`config.mk`:
```
export PLATFORM = sky130hd
export DESIGN_NAME = i2c_pin_bridge
export DESIGN_NICKNAME = d
export VERILOG_FILES = /design/src/rtl/i2c_brg_pkg.sv /design/src/rtl/i2c_brg_sync.sv /design/src/rtl/i2c_brg_fsm.sv /design/src/rtl/i2c_brg_sdaout.sv /design/src/rtl/i2c_pin_bridge.sv
export SDC_FILE = /design/constraint.sdc
export NUM_CORES = 1
export LEC_CHECK = 0
export BUFFER_PORTS_ARGS = -buffer_cell sky130_fd_sc_hd__buf_2
export CORE_ASPECT_RATIO = 0.8
export CORE_MARGIN = 5
export CORE_UTILIZATION = 58
export CTS_BUF_LIST = sky130_fd_sc_hd__clkbuf_4
export DETAILED_ROUTE_END_ITERATION = 6
export GPL_ROUTABILITY_DRIVEN = 0
export PLACE_DENSITY_LB_ADDON = 0.12
export SYNTH_ARGS = -nofsm -noshare
export SYNTH_HDL_FRONTEND = slang
export SYNTH_SLANG_ARGS = --single-unit
```
`constraint.sdc`:
```
create_clock -name clk_i -period 4.2 [get_ports clk_i]
set_input_delay 0.84 -clock clk_i [delete_from_list [all_inputs] [get_ports clk_i]]
set_output_delay 0.84 -clock clk_i [all_outputs]
set_load 0.02 [all_outputs]
```
`src/rtl/i2c_brg_pkg.sv`:
```
package i2c_brg_pkg;

   // Pin-side sequencer states
   typedef enum logic [2:0] {
      ST_IDLE   = 3'd0,  // passive, waiting for START
      ST_WR     = 3'd1,  // shifting in address or write byte
      ST_ACKW   = 3'd2,  // acknowledge slot of an incoming byte
      ST_RD     = 3'd3,  // shifting out a read byte
      ST_ACKR   = 3'd4,  // master acknowledge slot of a read byte
      ST_NACKED = 3'd5   // master declined, passive until START
   } brg_state_e;

endpackage

```
`src/rtl/i2c_brg_sync.sv`:
```
module i2c_brg_sync #(
   parameter int STAGES = 2
) (
   input  logic clk_i,
   input  logic rst_ni,
   input  logic line_i,
   output logic level_o,
   output logic rise_o,
   output logic fall_o
);

   logic [STAGES-1:0] chain_q;
   logic              last_q;

   // Idle bus level is high, so every stage resets to 1
   for (genvar g = 0; g < STAGES; g++) begin : g_stage
      if (g == 0) begin : g_first
         always_ff @(posedge clk_i or negedge rst_ni) begin
            if (!rst_ni) chain_q[0] <= 1'b1;
            else         chain_q[0] <= line_i;
         end
      end else begin : g_next
         always_ff @(posedge clk_i or negedge rst_ni) begin
            if (!rst_ni) chain_q[g] <= 1'b1;
            else         chain_q[g] <= chain_q[g-1];
         end
      end
   end

   always_ff @(posedge clk_i or negedge rst_ni) begin
      if (!rst_ni) last_q <= 1'b1;
      else         last_q <= chain_q[STAGES-1];
   end

   assign level_o = chain_q[STAGES-1];
   assign rise_o  = chain_q[STAGES-1] & ~last_q;
   assign fall_o  = ~chain_q[STAGES-1] & last_q;

endmodule

```
`src/rtl/i2c_brg_fsm.sv`:
```
module i2c_brg_fsm
   import i2c_brg_pkg::*;
#(
   parameter int BYTE_W = 8
) (
   input  logic              clk_i,
   input  logic              rst_ni,
   input  logic              scl_lvl_i,
   input  logic              scl_rise_i,
   input  logic              scl_fall_i,
   input  logic              sda_lvl_i,
   input  logic              sda_rise_i,
   input  logic              sda_fall_i,
   output logic              drv_nxt_o,
   output logic              start_o,
   output logic [BYTE_W-2:0] addr_o,
   output logic              rnw_o,
   output logic              send_o,
   output logic [BYTE_W-1:0] wdata_o,
   output logic              fetch_o,
   input  logic [BYTE_W-1:0] rdata_i,
   input  logic              refuse_i,
   output logic              end_o,
   output logic              nack_o,
   output logic              addr_valid_o,
   output logic              rnw_q_o
);

   localparam int                CNT_W = (BYTE_W > 2) ? $clog2(BYTE_W) : 1;
   localparam logic [CNT_W-1:0]  LAST  = CNT_W'(BYTE_W - 1);

   brg_state_e        st_q, st_n;
   logic [CNT_W-1:0]  cnt_q, cnt_n;
   logic [BYTE_W-1:0] sh_q, sh_n;
   logic              av_q, av_n;
   logic              rnw_q, rnw_n;
   logic              drv_q, drv_n;
   logic [BYTE_W-1:0] cur;
   logic              scl_was_hi;
   logic              start_c, stop_c;

   // SCL high both before and after this sample
   assign scl_was_hi = scl_lvl_i & ~scl_rise_i;
   assign start_c    = sda_fall_i & scl_was_hi;
   assign stop_c     = sda_rise_i & scl_was_hi;

   always_comb begin
      st_n    = st_q;
      cnt_n   = cnt_q;
      sh_n    = sh_q;
      av_n    = av_q;
      rnw_n   = rnw_q;
      drv_n   = drv_q;
      start_o = 1'b0;
      send_o  = 1'b0;
      fetch_o = 1'b0;
      end_o   = 1'b0;
      nack_o  = 1'b0;
      cur     = sh_q;
      if (start_c) begin
         st_n  = ST_WR;
         cnt_n = '0;
         av_n  = 1'b0;
         drv_n = 1'b1;
      end else if (stop_c) begin
         end_o = av_q;
         av_n  = 1'b0;
         st_n  = ST_IDLE;
         drv_n = 1'b1;
      end else if (scl_fall_i) begin
         drv_n = 1'b1;
      end else if (scl_rise_i) begin
         drv_n = 1'b1;
         unique case (st_q)
            ST_WR: begin
               sh_n  = {sh_q[BYTE_W-2:0], sda_lvl_i};
               cnt_n = cnt_q + 1'b1;
               if (cnt_q == LAST) st_n = ST_ACKW;
            end
            ST_ACKW: begin
               if (!av_q) begin
                  start_o = 1'b1;
                  av_n    = 1'b1;
                  rnw_n   = sh_q[0];
               end else begin
                  send_o  = 1'b1;
               end
               if (refuse_i) begin
                  end_o = 1'b1;
                  av_n  = 1'b0;
                  st_n  = ST_IDLE;
               end else begin
                  drv_n = 1'b0;
                  cnt_n = '0;
                  st_n  = (av_q ? rnw_q : sh_q[0]) ? ST_RD : ST_WR;
               end
            end
            ST_RD: begin
               if (cnt_q == '0) begin
                  fetch_o = 1'b1;
                  cur     = rdata_i;
               end
               drv_n = cur[BYTE_W-1];
               sh_n  = {cur[BYTE_W-2:0], 1'b0};
               cnt_n = cnt_q + 1'b1;
               if (cnt_q == LAST) st_n = ST_ACKR;
            end
            ST_ACKR: begin
               cnt_n = '0;
               if (sda_lvl_i) begin
                  nack_o = 1'b1;
                  st_n   = ST_NACKED;
               end else begin
                  st_n   = ST_RD;
               end
            end
            default: ;  // idle and declined: edges ignored
         endcase
      end
   end

   always_ff @(posedge clk_i or negedge rst_ni) begin
      if (!rst_ni) begin
         st_q  <= ST_IDLE;
         cnt_q <= '0;
         sh_q  <= '0;
         av_q  <= 1'b0;
         rnw_q <= 1'b0;
         drv_q <= 1'b1;
      end else begin
         st_q  <= st_n;
         cnt_q <= cnt_n;
         sh_q  <= sh_n;
         av_q  <= av_n;
         rnw_q <= rnw_n;
         drv_q <= drv_n;
      end
   end

   assign drv_nxt_o    = drv_n;
   assign addr_o       = sh_q[BYTE_W-1:1];
   assign rnw_o        = sh_q[0];
   assign wdata_o      = sh_q;
   assign addr_valid_o = av_q;
   assign rnw_q_o      = rnw_q;

endmodule

```
`src/rtl/i2c_brg_sdaout.sv`:
```
module i2c_brg_sdaout (
   input  logic clk_i,
   input  logic rst_ni,
   input  logic drv_i,
   input  logic sda_lvl_i,
   output logic sda_o
);

   // Wired-AND of the master level and the bridge drive, held in a flop
   always_ff @(posedge clk_i or negedge rst_ni) begin
      if (!rst_ni) sda_o <= 1'b1;
      else         sda_o <= drv_i & sda_lvl_i;
   end

endmodule

```
`src/rtl/i2c_pin_bridge.sv`:
```
module i2c_pin_bridge #(
   parameter int BYTE_W      = 8,
   parameter int SYNC_STAGES = 2
) (
   input  logic              clk_i,
   input  logic              rst_ni,
   input  logic              scl_i,
   input  logic              sda_i,
   output logic              sda_o,
   output logic              tgt_start_o,
   output logic [BYTE_W-2:0] tgt_addr_o,
   output logic              tgt_rnw_o,
   output logic              tgt_send_o,
   output logic [BYTE_W-1:0] tgt_wdata_o,
   output logic              tgt_fetch_o,
   input  logic [BYTE_W-1:0] tgt_rdata_i,
   input  logic              tgt_refuse_i,
   output logic              tgt_end_o,
   output logic              tgt_nack_o
);

   if (BYTE_W < 2) begin : g_bad_byte
      $error("i2c_pin_bridge: BYTE_W must be at least 2");
   end
   if (SYNC_STAGES < 2) begin : g_bad_sync
      $error("i2c_pin_bridge: SYNC_STAGES must be at least 2");
   end

   logic scl_lvl, scl_rise, scl_fall;
   logic sda_lvl, sda_rise, sda_fall;
   logic drv_nxt;
   logic addr_valid, rnw_q;

   i2c_brg_sync #(.STAGES(SYNC_STAGES)) u_scl_sync (
      .clk_i   (clk_i),
      .rst_ni  (rst_ni),
      .line_i  (scl_i),
      .level_o (scl_lvl),
      .rise_o  (scl_rise),
      .fall_o  (scl_fall)
   );

   i2c_brg_sync #(.STAGES(SYNC_STAGES)) u_sda_sync (
      .clk_i   (clk_i),
      .rst_ni  (rst_ni),
      .line_i  (sda_i),
      .level_o (sda_lvl),
      .rise_o  (sda_rise),
      .fall_o  (sda_fall)
   );

   i2c_brg_fsm #(.BYTE_W(BYTE_W)) u_fsm (
      .clk_i        (clk_i),
      .rst_ni       (rst_ni),
      .scl_lvl_i    (scl_lvl),
      .scl_rise_i   (scl_rise),
      .scl_fall_i   (scl_fall),
      .sda_lvl_i    (sda_lvl),
      .sda_rise_i   (sda_rise),
      .sda_fall_i   (sda_fall),
      .drv_nxt_o    (drv_nxt),
      .start_o      (tgt_start_o),
      .addr_o       (tgt_addr_o),
      .rnw_o        (tgt_rnw_o),
      .send_o       (tgt_send_o),
      .wdata_o      (tgt_wdata_o),
      .fetch_o      (tgt_fetch_o),
      .rdata_i      (tgt_rdata_i),
      .refuse_i     (tgt_refuse_i),
      .end_o        (tgt_end_o),
      .nack_o       (tgt_nack_o),
      .addr_valid_o (addr_valid),
      .rnw_q_o      (rnw_q)
   );

   i2c_brg_sdaout u_sdaout (
      .clk_i     (clk_i),
      .rst_ni    (rst_ni),
      .drv_i     (drv_nxt),
      .sda_lvl_i (sda_lvl),
      .sda_o     (sda_o)
   );

endmodule

```
Word level (Yosys, flattened, before mapping)
Cells that the tools add are included.
Word-level totals
  flip-flop bits (word level): 24
  output and inout port bits: 22
  logic and storage cells: 114
Operators by class
  $add $sub $neg: 1
  equal/unequal tests: 11
  muxes and demuxes: 60
  bitwise gates (word level): 16
  reductions and logical operators: 13
Operator list (number)
  $mux 1: 41
  $mux 3: 13
  $reduce_and 5->1: 4
  $pmux 8 s2: 1
  $pmux 3 s4: 1
  $pmux 3 s3: 1
  $and 1x1->1: 8
  $mux 8: 1
  $ne 4x1->1 const B: 2
  $not 1->1: 8
  $eq 3x2->1 const B: 2
  $eq 3x3->1 const B: 2
  $reduce_bool 3->1: 2
  $reduce_bool 6->1: 1
  $ne 2x1->1 const B: 2
  $reduce_bool 2->1: 2
  $reduce_bool 4->1: 1
  $add 3x1->3 const B: 1
  $eq 3x1->1 const B: 1
  $logic_not 3->1: 1
  $ne 3x1->1 const B: 1
  $ne 3x2->1 const B: 1
  $reduce_and 3->1: 1
  $mux 2: 1
  other kinds (2): 2

Longest topological paths before layout
  word-level depth: 8
  mapped depth: 6

Hierarchy
Synthesis repeated with hierarchy kept, for this count alone.
Second synthesis, totals
  cells, all modules: 128
  area total of the unflattened synthesis: 1322.5 µm²
Modules (own cells, without submodules)
  i2c_brg_fsm: instances 1, cells an instance 116, area each 1102.3 µm², seq. area each 426.7 µm²
  i2c_brg_sync: instances 2, cells an instance 5, area each 93.8 µm², seq. area each 78.8 µm²
  i2c_brg_sdaout: instances 1, cells an instance 2, area each 32.5 µm², seq. area each 26.3 µm²

Worst setup path before layout
Ideal clock, no wire load.
  kind: register -> output
  start point: reg u_fsm.cnt_q[0]
  end point: out tgt_fetch_o
  arrival: 1.325 ns
  data required time: 3.360 ns
  slack: 2.035 ns
  stages on the path, launching flop included: 6
  path buffers: 0
  cells stage by stage: dfrtp_1 -> inv_1 -> ha_1 -> nor2b_1 -> nand3_2 -> nor2_1
On the way
  cells in the longest elaborated chain, start to end: 7
Ends and longest elaborated chain
  start, declared: RTL line i2c_brg_fsm.sv:33  | logic [CNT_W-1:0] cnt_q, cnt_n;
  start signal, assigned: RTL line i2c_brg_fsm.sv:132  | cnt_q <= cnt_n;
  $logic_not 3->1: RTL line i2c_brg_fsm.sv:99  | if (cnt_q == '0) begin
  $mux 1: RTL line i2c_brg_fsm.sv:99
  $mux 1: RTL line i2c_brg_fsm.sv:74  | unique case (st_q)
  $mux 1: RTL line i2c_brg_fsm.sv:72  | end else if (scl_rise_i) begin
  $mux 1: RTL line i2c_brg_fsm.sv:70  | end else if (scl_fall_i) begin
  $mux 1: RTL line i2c_brg_fsm.sv:65  | end else if (stop_c) begin
  $mux 1: RTL line i2c_brg_fsm.sv:60  | if (start_c) begin
  end, declared: RTL line i2c_pin_bridge.sv:15  | output logic tgt_fetch_o,
No other way between the ends.

Final worst setup path
Ends and elaborated chain as after synthesis.

==> metrics.md <==
| Metric | Value |
|---|---|
| Status | finished clean |
| Vias in the first global route | 936 |
| Area of the multi-input gates | 586 um^2 |
| Vias | 998 |
| DIE WIDTH | 62.9 um |
| Sequential area share after synthesis | 47.0% |
| Row count | 15 |
| HP Class | reg2reg |
| Total Routing Usage GR | 16.8% |
| Leading post-synthesis cells by cell area | dfrtp_1, dfstp_2, mux2i_1 |
| Max VDD drop | 481 uV |
| CTS sink cnt | 24 |
| Synth Instances | 128 |
| Post-DRT Antenna Nets | 0 |
| Placed wire-length estimate | 1860 um |
| Largest net degree at the start of global routing | 25 |
| Root Driver | clkbuf_4 |
| Data required time of the worst path | 3360 ps |
| Synth unique cells | 34 |
| Critical path endpoint category | primary output |
| Final Hold Viols | 0 |
| PortBufs | 34 |
| H-tree depth | 1 |
| Leading cell type in the layout, fill and taps excluded | buf_2 |
| Pleak | 0.680 nW |
| Clk pin slew, worst setup/hold paths | 110 ps |
| Synth warn | 0 |
| Fillers | 186 |
| Worst setup SP type | flip-flop |
| CTS Buf Count | 3 |
| Tmin final | 2600 ps |
| Setup Skew | 13.3 ps |
| Ratio of cells with drive above 1 in the final layout | 35.3% |
| Height of the chip | 52.3 um |
| Final period util | 61.9% |
| Core ar. | 2140 um^2 |
| Layout area overhead | 11.1% |
| Top cell type's share of synthesized area | 30.8% |
| IO Pins | 35 |
| Number of synthesized register bits | 24 |
| DRT iter0 DRCs | 48 |
| Nets | 170 |
| Post-route setup TNS | 0 ps |
| Post-route insts no fill | 178 |
| # Post-CTS Setup Buffers | 0 |
| FF+latch area | 611 um^2 |
| Dpl cells | 174 |
| Commonest cells after routing, fill and taps aside | buf_2, nor2_1, dfrtp_1 |
| Number of max-cap violations | 0 |
| Avg Vias per Cell | 5.61 |
| Cts hold-fix bufs | 0 |
| Power per cell area | 555 nW/um^2 |
| Drt wl/cell | 13.9 um |
| Rel. slew slack | 58.1% |
| Post-CTS Resized | 0 |
| ANT cells | 0 |
| Worst-Margin Slew | 626 ps |
| CTS Buffer Depth | 2 |
| First-pass GRT wire length | 4390 um |
| Critical path arrival | 1760 ps |
| Initial antenna violation count | 0 |
| Die area | 3290 um^2 |
| Final WL | 2470 um |
| RSZ-0062 raised after global routing | no |
| Critical path class | reg2out |
| Final core occ | 67.4% |
| Clk Latency, worst-skew pair | 310 ps |
| Count of final max-slew check failures | 0 |
| Pre-antenna DRT Iters | 4 |
| Initial Util | 60.7% |
| Remaining DRCs | 0 |
| Fmax | 0.384 GHz |
| CTS tree | done |
| Synth area leader | dfrtp_1 |
| Mapped Area | 1300 um^2 |
| Gr ovfl total | 0 |
| Synth Area per Inst | 10.1 um^2 |
| Final setup viols | 0 |
| Mapped Nets | 144 |
| CP max FO | 8 |
==> cell families (layout without fill, tap and decap cells) <==
kind of cell    Yosys count  count (layout)  share of synthesized area (%)
simple gates             46              46                           19.7
compound gates           27              27                           13.9
flops                    24              24                           47.0
buf+inv                  17              42                           7.90
mux                      10              10                           7.90
fa+ha+maj                 3               3                           2.89
xor+xnor                  1               1                          0.674
==> path summary, 6_finish.rpt <==
path	slack [ps]	to	from	cells past startpoint
max in group asynchronous	3350	u_sda_sync.level_o	rst_ni	1
min in group asynchronous	470	u_fsm.wdata_o[1]	rst_ni	1
hold reg to reg	360	u_scl_sync.level_o	u_scl_sync.chain_q[0]	0
setup reg to reg	2380	u_sdaout.sda_o	u_fsm.cnt_q[0]	6
hold / removal	360	u_scl_sync.level_o	u_scl_sync.chain_q[0]	0
setup / recovery	1600	tgt_fetch_o	u_fsm.cnt_q[0]	6
==> layer usage <==
metal / part of all wire, % / global-route usage, % / routed length, um / vias to the layer above
li1: - / - / - / 492
met1: 46 / 21.9 / 1130 / 475
met2: 47 / 27.5 / 1170 / 26
met3: 6.1 / 4.51 / 151 / 5
met4: 1.1 / 5.30 / 27 / 0
met5: 0 / 0 / 0 / -
==> state kept, by name (all words and copies together), names as in the netlist <==
register and flops:
u_sda_sync.last_q 1, u_fsm.drv_q 1, u_sda_sync.chain_q 1, u_scl_sync.last_q 1
u_sdaout.sda_o 1, u_fsm.cnt_q 3, u_scl_sync.chain_q 1, u_fsm.addr_valid_o 1
u_fsm.st_q 3, u_fsm.wdata_o 8, u_sda_sync.level_o 1, u_scl_sync.level_o 1
u_fsm.rnw_q_o 1
==> power breakdown <==
group / internal (mW) / switching (mW)
Clock: 0.0435 / 0.0648
Combinational: 0.126 / 0.203
Sequential: 0.295 / 0.0687
==> metrics by stage <==
| step | area [um^2] | hold slack (ps) | worst slack, ps | total power [mW] |
|---|---|---|---|---|
| after floorplan | 1300 | 345 | 2040 | 0.633 |
| after global placement | 1410 | 346 | 2010 | 0.688 |
| after detailed placement | 1410 | 347 | 1940 | 0.700 |
| after CTS | 1440 | 364 | 1590 | 0.809 |
| after global routing | 1440 | 374 | 1400 | 0.863 |
| final | 1440 | 363 | 1600 | 0.801 |
==> final cells by class <==
| cell class | count | area share [%] |
|---|---|---|
| timing repair buffer | 34 | 11.8 |
| multi-input combinational | 87 | 40.6 |
| clock buffer | 4 | 2.08 |
| inverter | 4 | 1.04 |
| tap | 25 | 2.17 |
| sequential | 24 | 42.3 |
==> critical path: stages, from the launching register on <==
cell and delay [ps]:
dfrtp_1 410, inv_1 80, ha_1 140, nor2b_1 210
nand3_2 270, nor2_1 150, buf_2 170
==> cell usage after synthesis, drive strengths merged <==
master,number
nor2,17
nand2,5
dfstp,8
o2111a,1
a2111oi,1
mux2,2
and2b,1
o311ai,1
or2,3
and2,1
a32oi,1
a21oi,11
nand2b,1
a311oi,1
ha,3
nor3,3
a21o,1
mux2i,8
dfrtp,16
nand3,6
or3,1
nand3b,2
buf,13
a32o,3
nor3b,2
xnor2,1
nor2b,4
inv,4
o21ai,7
Power figures use the tool's default switching activity.
